--- src/rtl/cal_sched_pkg.sv ---
package cal_sched_pkg;

  typedef enum logic [1:0] {
    PH_SETTLE = 2'd0,
    PH_CAL    = 2'd1,
    PH_CONV   = 2'd2,
    PH_IDLE   = 2'd3
  } phase_t;

  // a span of len cycles counted from zero ends when the count reaches len-1
  function automatic logic span_done(input logic [31:0] cnt, input logic [31:0] len);
    return cnt == (len - 32'd1);
  endfunction

  function automatic int unsigned max3(input int unsigned a, input int unsigned b,
                                       input int unsigned c);
    int unsigned m;
    m = (a > b) ? a : b;
    return (m > c) ? m : c;
  endfunction

endpackage

--- src/rtl/cal_pin_filter.sv ---
module cal_pin_filter #(
  parameter int unsigned SYNC_STAGES = 2,
  parameter int unsigned MIN_LOW     = 10
) (
  input  logic clk,
  input  logic rst_n,
  input  logic pin_n,
  output logic evt
);
  localparam int unsigned LW = $clog2(MIN_LOW + 1);

  logic [SYNC_STAGES-1:0] chain;
  logic                   synced;
  logic                   synced_d;
  logic [LW-1:0]          low_cnt;
  logic                   wide_enough;

  generate
    if (SYNC_STAGES == 1) begin : g_one
      always_ff @(posedge clk or negedge rst_n)
        if (!rst_n) chain <= '1;
        else        chain <= pin_n;
    end else begin : g_many
      always_ff @(posedge clk or negedge rst_n)
        if (!rst_n) chain <= '1;
        else        chain <= {chain[SYNC_STAGES-2:0], pin_n};
    end
  endgenerate

  assign synced = chain[SYNC_STAGES-1];

  always_ff @(posedge clk or negedge rst_n) begin
    if (!rst_n) begin
      synced_d <= 1'b1;
      low_cnt  <= '0;
    end else begin
      synced_d <= synced;
      if (synced)                          low_cnt <= '0;
      else if (low_cnt != LW'(MIN_LOW))    low_cnt <= low_cnt + 1'b1;
    end
  end

  assign wide_enough = (low_cnt == LW'(MIN_LOW));
  assign evt         = synced & ~synced_d & wide_enough;

  p_evt_after_low_r6: assert property (@(posedge clk) disable iff (!rst_n)
    evt |-> $past(!synced));

endmodule

--- src/rtl/cal_ctl_reg.sv ---
module cal_ctl_reg #(
  parameter int unsigned DW      = 8,
  parameter int unsigned REQ_BIT = 1
) (
  input  logic          clk,
  input  logic          rst_n,
  input  logic          wr,
  input  logic [DW-1:0] wdata,
  output logic          pend,
  output logic [DW-1:0] rdata
);
  logic [DW-1:0] held;
  logic          set_req;

  assign set_req = wr & wdata[REQ_BIT];

  always_ff @(posedge clk or negedge rst_n) begin
    if (!rst_n) begin
      held <= '0;
      pend <= 1'b0;
    end else begin
      if (wr) held <= wdata;
      pend <= set_req;   // accepted on the edge after it is set, so it drops itself
    end
  end

  always_comb begin
    rdata          = held;
    rdata[REQ_BIT] = pend;
  end

  p_self_clear_r7: assert property (@(posedge clk) disable iff (!rst_n)
    (pend && !set_req) |=> !pend);

endmodule

--- src/rtl/cal_phase_timer.sv ---
module cal_phase_timer
  import cal_sched_pkg::*;
#(
  parameter int unsigned SETTLE_CYCLES = 42425,
  parameter int unsigned CAL_CYCLES    = 168,
  parameter int unsigned CONV_CYCLES   = 17
) (
  input  logic   clk,
  input  logic   rst_n,
  input  logic   hold_settle,
  input  logic   start_cal,
  output phase_t phase,
  output logic   settle_done,
  output logic   cal_done,
  output logic   conv_first,
  output logic   conv_done
);
  localparam int unsigned LONGEST = max3(SETTLE_CYCLES, CAL_CYCLES, CONV_CYCLES);
  localparam int unsigned CW      = $clog2(LONGEST + 1);

  logic [CW-1:0] cnt;

  assign settle_done = (phase == PH_SETTLE) && span_done(32'(cnt), SETTLE_CYCLES);
  assign cal_done    = (phase == PH_CAL)    && span_done(32'(cnt), CAL_CYCLES);
  assign conv_done   = (phase == PH_CONV)   && span_done(32'(cnt), CONV_CYCLES);
  assign conv_first  = (phase == PH_CONV)   && (cnt == '0);

  always_ff @(posedge clk or negedge rst_n) begin
    if (!rst_n) begin
      phase <= PH_SETTLE;
      cnt   <= '0;
    end else if (hold_settle) begin
      phase <= PH_SETTLE;
      cnt   <= '0;
    end else if (start_cal) begin
      phase <= PH_CAL;
      cnt   <= '0;
    end else begin
      unique case (phase)
        PH_SETTLE: if (settle_done) begin phase <= PH_CAL;  cnt <= '0; end
                   else cnt <= cnt + 1'b1;
        PH_CAL:    if (cal_done)    begin phase <= PH_CONV; cnt <= '0; end
                   else cnt <= cnt + 1'b1;
        PH_CONV:   if (conv_done)   begin phase <= PH_IDLE; cnt <= '0; end
                   else cnt <= cnt + 1'b1;
        PH_IDLE:   cnt <= '0;
        default:   begin phase <= PH_SETTLE; cnt <= '0; end
      endcase
    end
  end

  p_settle_hold_r2: assert property (@(posedge clk) disable iff (!rst_n)
    hold_settle |=> (phase == PH_SETTLE && cnt == '0));

  p_cal_restart_r8: assert property (@(posedge clk) disable iff (!rst_n)
    (start_cal && !hold_settle) |=> (phase == PH_CAL && cnt == '0));

  p_cal_to_conv_r4: assert property (@(posedge clk) disable iff (!rst_n)
    (cal_done && !hold_settle && !start_cal) |=> conv_first);

  p_settle_to_cal_r1: assert property (@(posedge clk) disable iff (!rst_n)
    (settle_done && !hold_settle) |=> (phase == PH_CAL));

  p_cal_bound_r3: assert property (@(posedge clk) disable iff (!rst_n)
    (phase == PH_CAL) |-> (cnt < CW'(CAL_CYCLES)));

endmodule

--- src/rtl/cal_scheduler.sv ---
module cal_scheduler
  import cal_sched_pkg::*;
#(
  parameter int unsigned SETTLE_CYCLES = 42425,
  parameter int unsigned CAL_CYCLES    = 168,
  parameter int unsigned CONV_CYCLES   = 17,
  parameter int unsigned SYNC_STAGES   = 2,
  parameter int unsigned CAL_MIN_LOW   = 10,
  parameter int unsigned CTL_W         = 8,
  parameter int unsigned CTL_REQ_BIT   = 1
) (
  input  logic             clk,
  input  logic             rst_n,
  input  logic             pwr_fail,
  input  logic             cal_n,
  input  logic             ctl_wr,
  input  logic [CTL_W-1:0] ctl_wdata,
  output logic [CTL_W-1:0] ctl_rdata,
  input  logic             conv_cmd,
  input  logic             conv_busy,
  output logic             conv_start,
  output logic             conv_abort,
  output logic             conv_inhibit,
  output logic             busy_n
);
  phase_t phase;
  logic   pin_evt;
  logic   reg_pend;
  logic   cal_req;
  logic   cal_take;
  logic   settle_done, cal_done, conv_first, conv_done;
  logic   in_idle;

  cal_pin_filter #(.SYNC_STAGES(SYNC_STAGES), .MIN_LOW(CAL_MIN_LOW)) u_pin (
    .clk(clk), .rst_n(rst_n), .pin_n(cal_n), .evt(pin_evt)
  );

  cal_ctl_reg #(.DW(CTL_W), .REQ_BIT(CTL_REQ_BIT)) u_reg (
    .clk(clk), .rst_n(rst_n), .wr(ctl_wr), .wdata(ctl_wdata),
    .pend(reg_pend), .rdata(ctl_rdata)
  );

  // requests landing in the settling wait merge into the coming calibration
  assign cal_req  = pin_evt | reg_pend;
  assign cal_take = cal_req & ~pwr_fail & (phase != PH_SETTLE);

  cal_phase_timer #(
    .SETTLE_CYCLES(SETTLE_CYCLES), .CAL_CYCLES(CAL_CYCLES), .CONV_CYCLES(CONV_CYCLES)
  ) u_timer (
    .clk(clk), .rst_n(rst_n), .hold_settle(pwr_fail), .start_cal(cal_take),
    .phase(phase), .settle_done(settle_done), .cal_done(cal_done),
    .conv_first(conv_first), .conv_done(conv_done)
  );

  assign in_idle      = (phase == PH_IDLE);
  assign conv_inhibit = (phase == PH_CAL);
  assign conv_start   = conv_first | (conv_cmd & in_idle);
  assign conv_abort   = cal_take & (conv_busy | (phase == PH_CONV));
  assign busy_n       = rst_n & in_idle & ~conv_busy;

  p_inhibit_busy_r5: assert property (@(posedge clk) disable iff (!rst_n)
    conv_inhibit |-> !busy_n);

  p_no_cmd_in_cal_r10: assert property (@(posedge clk) disable iff (!rst_n)
    conv_inhibit |-> !conv_start);

  p_abort_to_cal_r9: assert property (@(posedge clk) disable iff (!rst_n)
    (conv_abort && !pwr_fail) |=> conv_inhibit);

  p_release_after_conv_r4: assert property (@(posedge clk) disable iff (!rst_n)
    (conv_done && !pwr_fail && !cal_take) |=> (busy_n == !conv_busy));

endmodule

--- config.mk ---
export PLATFORM = sky130hd
export DESIGN_NAME = cal_scheduler
export DESIGN_NICKNAME = d
export VERILOG_FILES = /design/src/rtl/cal_sched_pkg.sv /design/src/rtl/cal_pin_filter.sv /design/src/rtl/cal_ctl_reg.sv /design/src/rtl/cal_phase_timer.sv /design/src/rtl/cal_scheduler.sv
export SDC_FILE = /design/constraint.sdc
export NUM_CORES = 1
export LEC_CHECK = 0
export CORE_MARGIN = 1.5
export CORE_UTILIZATION = 60
export CTS_CLUSTER_SIZE = 14
export DETAILED_ROUTE_END_ITERATION = 8
export DONT_BUFFER_PORTS = 1
export PLACE_DENSITY = 0.76
export SLEW_MARGIN = 10
export SYNTH_ARGS = -nofsm -noshare
export SYNTH_HDL_FRONTEND = slang
export SYNTH_SLANG_ARGS = --single-unit
--- constraint.sdc ---
create_clock -name clk -period 3 [get_ports clk]
set_clock_uncertainty 0.05 [all_clocks]
set_input_delay 0.6 -clock clk [delete_from_list [all_inputs] [get_ports clk]]
set_output_delay 0.6 -clock clk [all_outputs]
set_load 0.1 [all_outputs]
==> impl_results.md <==
- Core area: around 2700 um^2
- Finished Cell Area: roughly 1900 um^2
- First-pass GRT wire length: 5660 um
- Via count: around 1200
- # clock sinks: 33
- Row cnt: 19
- Detailed Routing Iterations Pass 1: 4
- FF+latch count, synth: 33
- Synth area leaders: dfrtp_1 (44%), ha_1 (7.3%), nor2_1 (6.8%)
- Synth Instances: 165
- Netlist cell types: 38
- Slew Viols, Final: 0
- Ant diodes: 0
- Port bufs: 0
- Max cap viols: 0
- Required @ worst endpoint: roughly 2.4 ns
- CP max FO: 4
- Rel. slew slack: 0.400
- # setup viols final: 0
- Total CTS buffers: 5
- Area Growth Syn to Fin: 9.32%
- Status: finished clean
- Ys flop type: dfrtp_1
- DP Area: about 1800 um^2
- Tot GR Track Use: 0.230
- Root Buffer: clkbuf_4
- Initial antenna violation count: 0
- Layout cells sized above 1: 0.190
- Nets: just under 200
- Fin. Hold Viols: 0
- Total power: about 0.92 mW
- Fillcell total: around 210
- HP Class: in2async
- Total gr overflow: 0
- CTS clock-pin slew for the worst setup and hold paths: 0.10 ns
- Die span in y: between 50 and 60 um
- EDFF count, synth: 0
- Fin crit period: 2.66 ns
- DRT iter0 DRCs: 38
- Final wirelength: ~3100 um
- Crit start category: flip-flop
- Drt via density: 5.97
- Mapped Nets: 190
- Post-synth top cells: nor2_1 (31), dfrtp_1 (30), xnor2_1 (12), ha_1 (10), inv_1 (10)
- Post-Place Worst Slack: 0.613 ns
- Post-route setup TNS: 0 ns
- Leak pwr: ~0.84 nW
- Initial Utilization: 0.628
- H-tree Lvls: 2
- Worst-case clock buffer depth: 2
- Post_cts resized: 0
- Post-Syn Area per Cell: between 10 and 15 um^2
- Post-CTS setup buffers: 0
- Worst stage delay on the critical path: about 0.4 ns
- Crit share post-route: 0.888
- Hold_buf cts: 1
- IO Pins: 27
- Vias in the first global route: ~1300
- Setup CP Type: reg2out
- DRC viols: 0
- Most common cell in the synthesized netlist: nor2_1
- Ys async rst share: 1.00
- Routed Antenna Nets: 0
- Worst path slowest cell: dfrtp_1
- Peak Freq: 375 MHz
- Crit-path cells: inv_1 -> ha_1 -> and3b_1 -> a31oi_1 -> nor4_4 -> buf_4
- Peak supply drop: ~0.00056 V
- P per Cell Area: slightly below 500 nW/um^2
- Yosys top cell by area: dfrtp_1
- Worst-Margin Slew: about 0.90 ns
- Post-synth top area share: 0.437
- Die ar.: approximately 3200 um^2
- RSZ-0062 raised after global routing: no
- Routability cong.: 0.835
- Mapped cell area: around 1700 um^2
- WL per Instance: 15.1 um
- Yosys synthesis warning count: 0
- Final HPWL DP: 2180 um
- Register area share after synthesis: 0.483
- Die X: about 57 um
- CTS tree: yes
- Clock latency at the later pin of the worst-skew pair: ~0.33 ns
- Final WS setup: around 0.34 ns
- Largest net degree at the start of global routing: 31
- Worst setup EP type: output pin
- Final Core Density: 0.687
- CP arrival: between 2 and 2.5 ns
-- through the flow --
stage	std cells	hold slack, ns
floorplan	165	0.254
global placement	196	0.255
detailed placement	196	0.255
CTS	205	0.0182
global route	205	0.0157
finish	205	0.0148
-- worst paths after layout --
check	start	end	slack, ns	cells after the start
setup reg to reg	u_timer.cnt[6]$_DFF_PN0_	u_timer.cnt[8]$_DFF_PN0_	0.61	5
hold reg to reg	u_pin.chain[0]$_DFF_PN1_	u_pin.chain[1]$_DFF_PN1_	0.31	0
max in group asynchronous	rst_n	u_timer.cnt[8]$_DFF_PN0_	2.70	1
setup / recovery	u_pin.low_cnt[0]$_DFFE_PN0P_	conv_abort	0.34	6
hold / removal	rst_n	u_pin.low_cnt[1]$_DFFE_PN0P_	0.01	1
min in group clk	cal_n	u_pin.chain[0]$_DFF_PN1_	0.21	0
-- report_power, final --
| group | switching (mW) | internal, mW | total (mW) | leakage, nW |
|---|---|---|---|---|
| combinational | 0.0317 | 0.0246 | 0.0564 | 0.367 |
| sequential | 0.0867 | 0.463 | 0.550 | 0.429 |
| clock | 0.143 | 0.175 | 0.318 | 0.0422 |
| total | 0.262 | 0.662 | 0.924 | 0.838 |
-- flip-flops by register name (all words and copies together), names as in the netlist --
name and count:
u_reg.pend 1, u_pin.chain 2, u_timer.cnt 16, u_pin.low_cnt 4, u_reg.held 7, u_timer.phase 2, u_pin.synced_d 1
-- cells in the final DEF, fill, tap and decap left out, drive strengths merged, types with 2 or more instances in the layout --
cell type  synthesis  routed
nor3               2       2
and2               2       2
buf                2       6
xor2               4       4
mux2               7       7
nand2              6       6
o21a               2       2
xnor2             12      12
dfstp              3       3
ha                10      10
clkbuf             3       6
nor4               2       2
nand4              4       4
dfrtp             30      30
inv               10      10
o311a              2       2
and3               9       9
nand3              9       9
a31oi              2       2
nor2              31      31
-- logic make-up (layout without fill, tap and decap cells) --
group	Yosys count	count (layout)	synth area share
xor+xnor	16	16	0.0816
mux	7	7	0.0459
fa+ha+maj	10	10	0.0728
compound gates	12	12	0.0655
flops	33	33	0.483
buf+inv	15	24	0.0393
simple gates	72	72	0.212
-- worst max-delay path, delay by kind of cell, from the launching register on --
kind | cells | cell delay (ns)
buf+inv | 2 | 0.42
compound gates | 1 | 0.21
flops | 1 | 0.41
fa+ha+maj | 1 | 0.18
simple gates | 2 | 0.45
-- final cells by class --
| cell class | count | area [um^2] | area share |
|---|---|---|---|
| clock inverters | 2 | 35.0 | 0.0187 |
| multi-input cells | 117 | 838 | 0.446 |
| clock buffers | 6 | 41.3 | 0.0220 |
| well taps | 31 | 38.8 | 0.0207 |
| repair buffers | 6 | 57.6 | 0.0306 |
| flip-flops and latches | 33 | 830 | 0.442 |
| inverters | 10 | 37.5 | 0.0200 |
-- layer usage --
| metal | GRT usage | routed length, um | vias to the layer above |
|---|---|---|---|
| met4 | 0.0986 | 60 | 0 |
| met5 | 0 | 0 | - |
| met1 | 0.292 | 1360 | 601 |
| met3 | 0.0622 | 171 | 7 |
| met2 | 0.369 | 1500 | 33 |
| li1 | - | - | 583 |
Power figures use the tool's default switching activity.
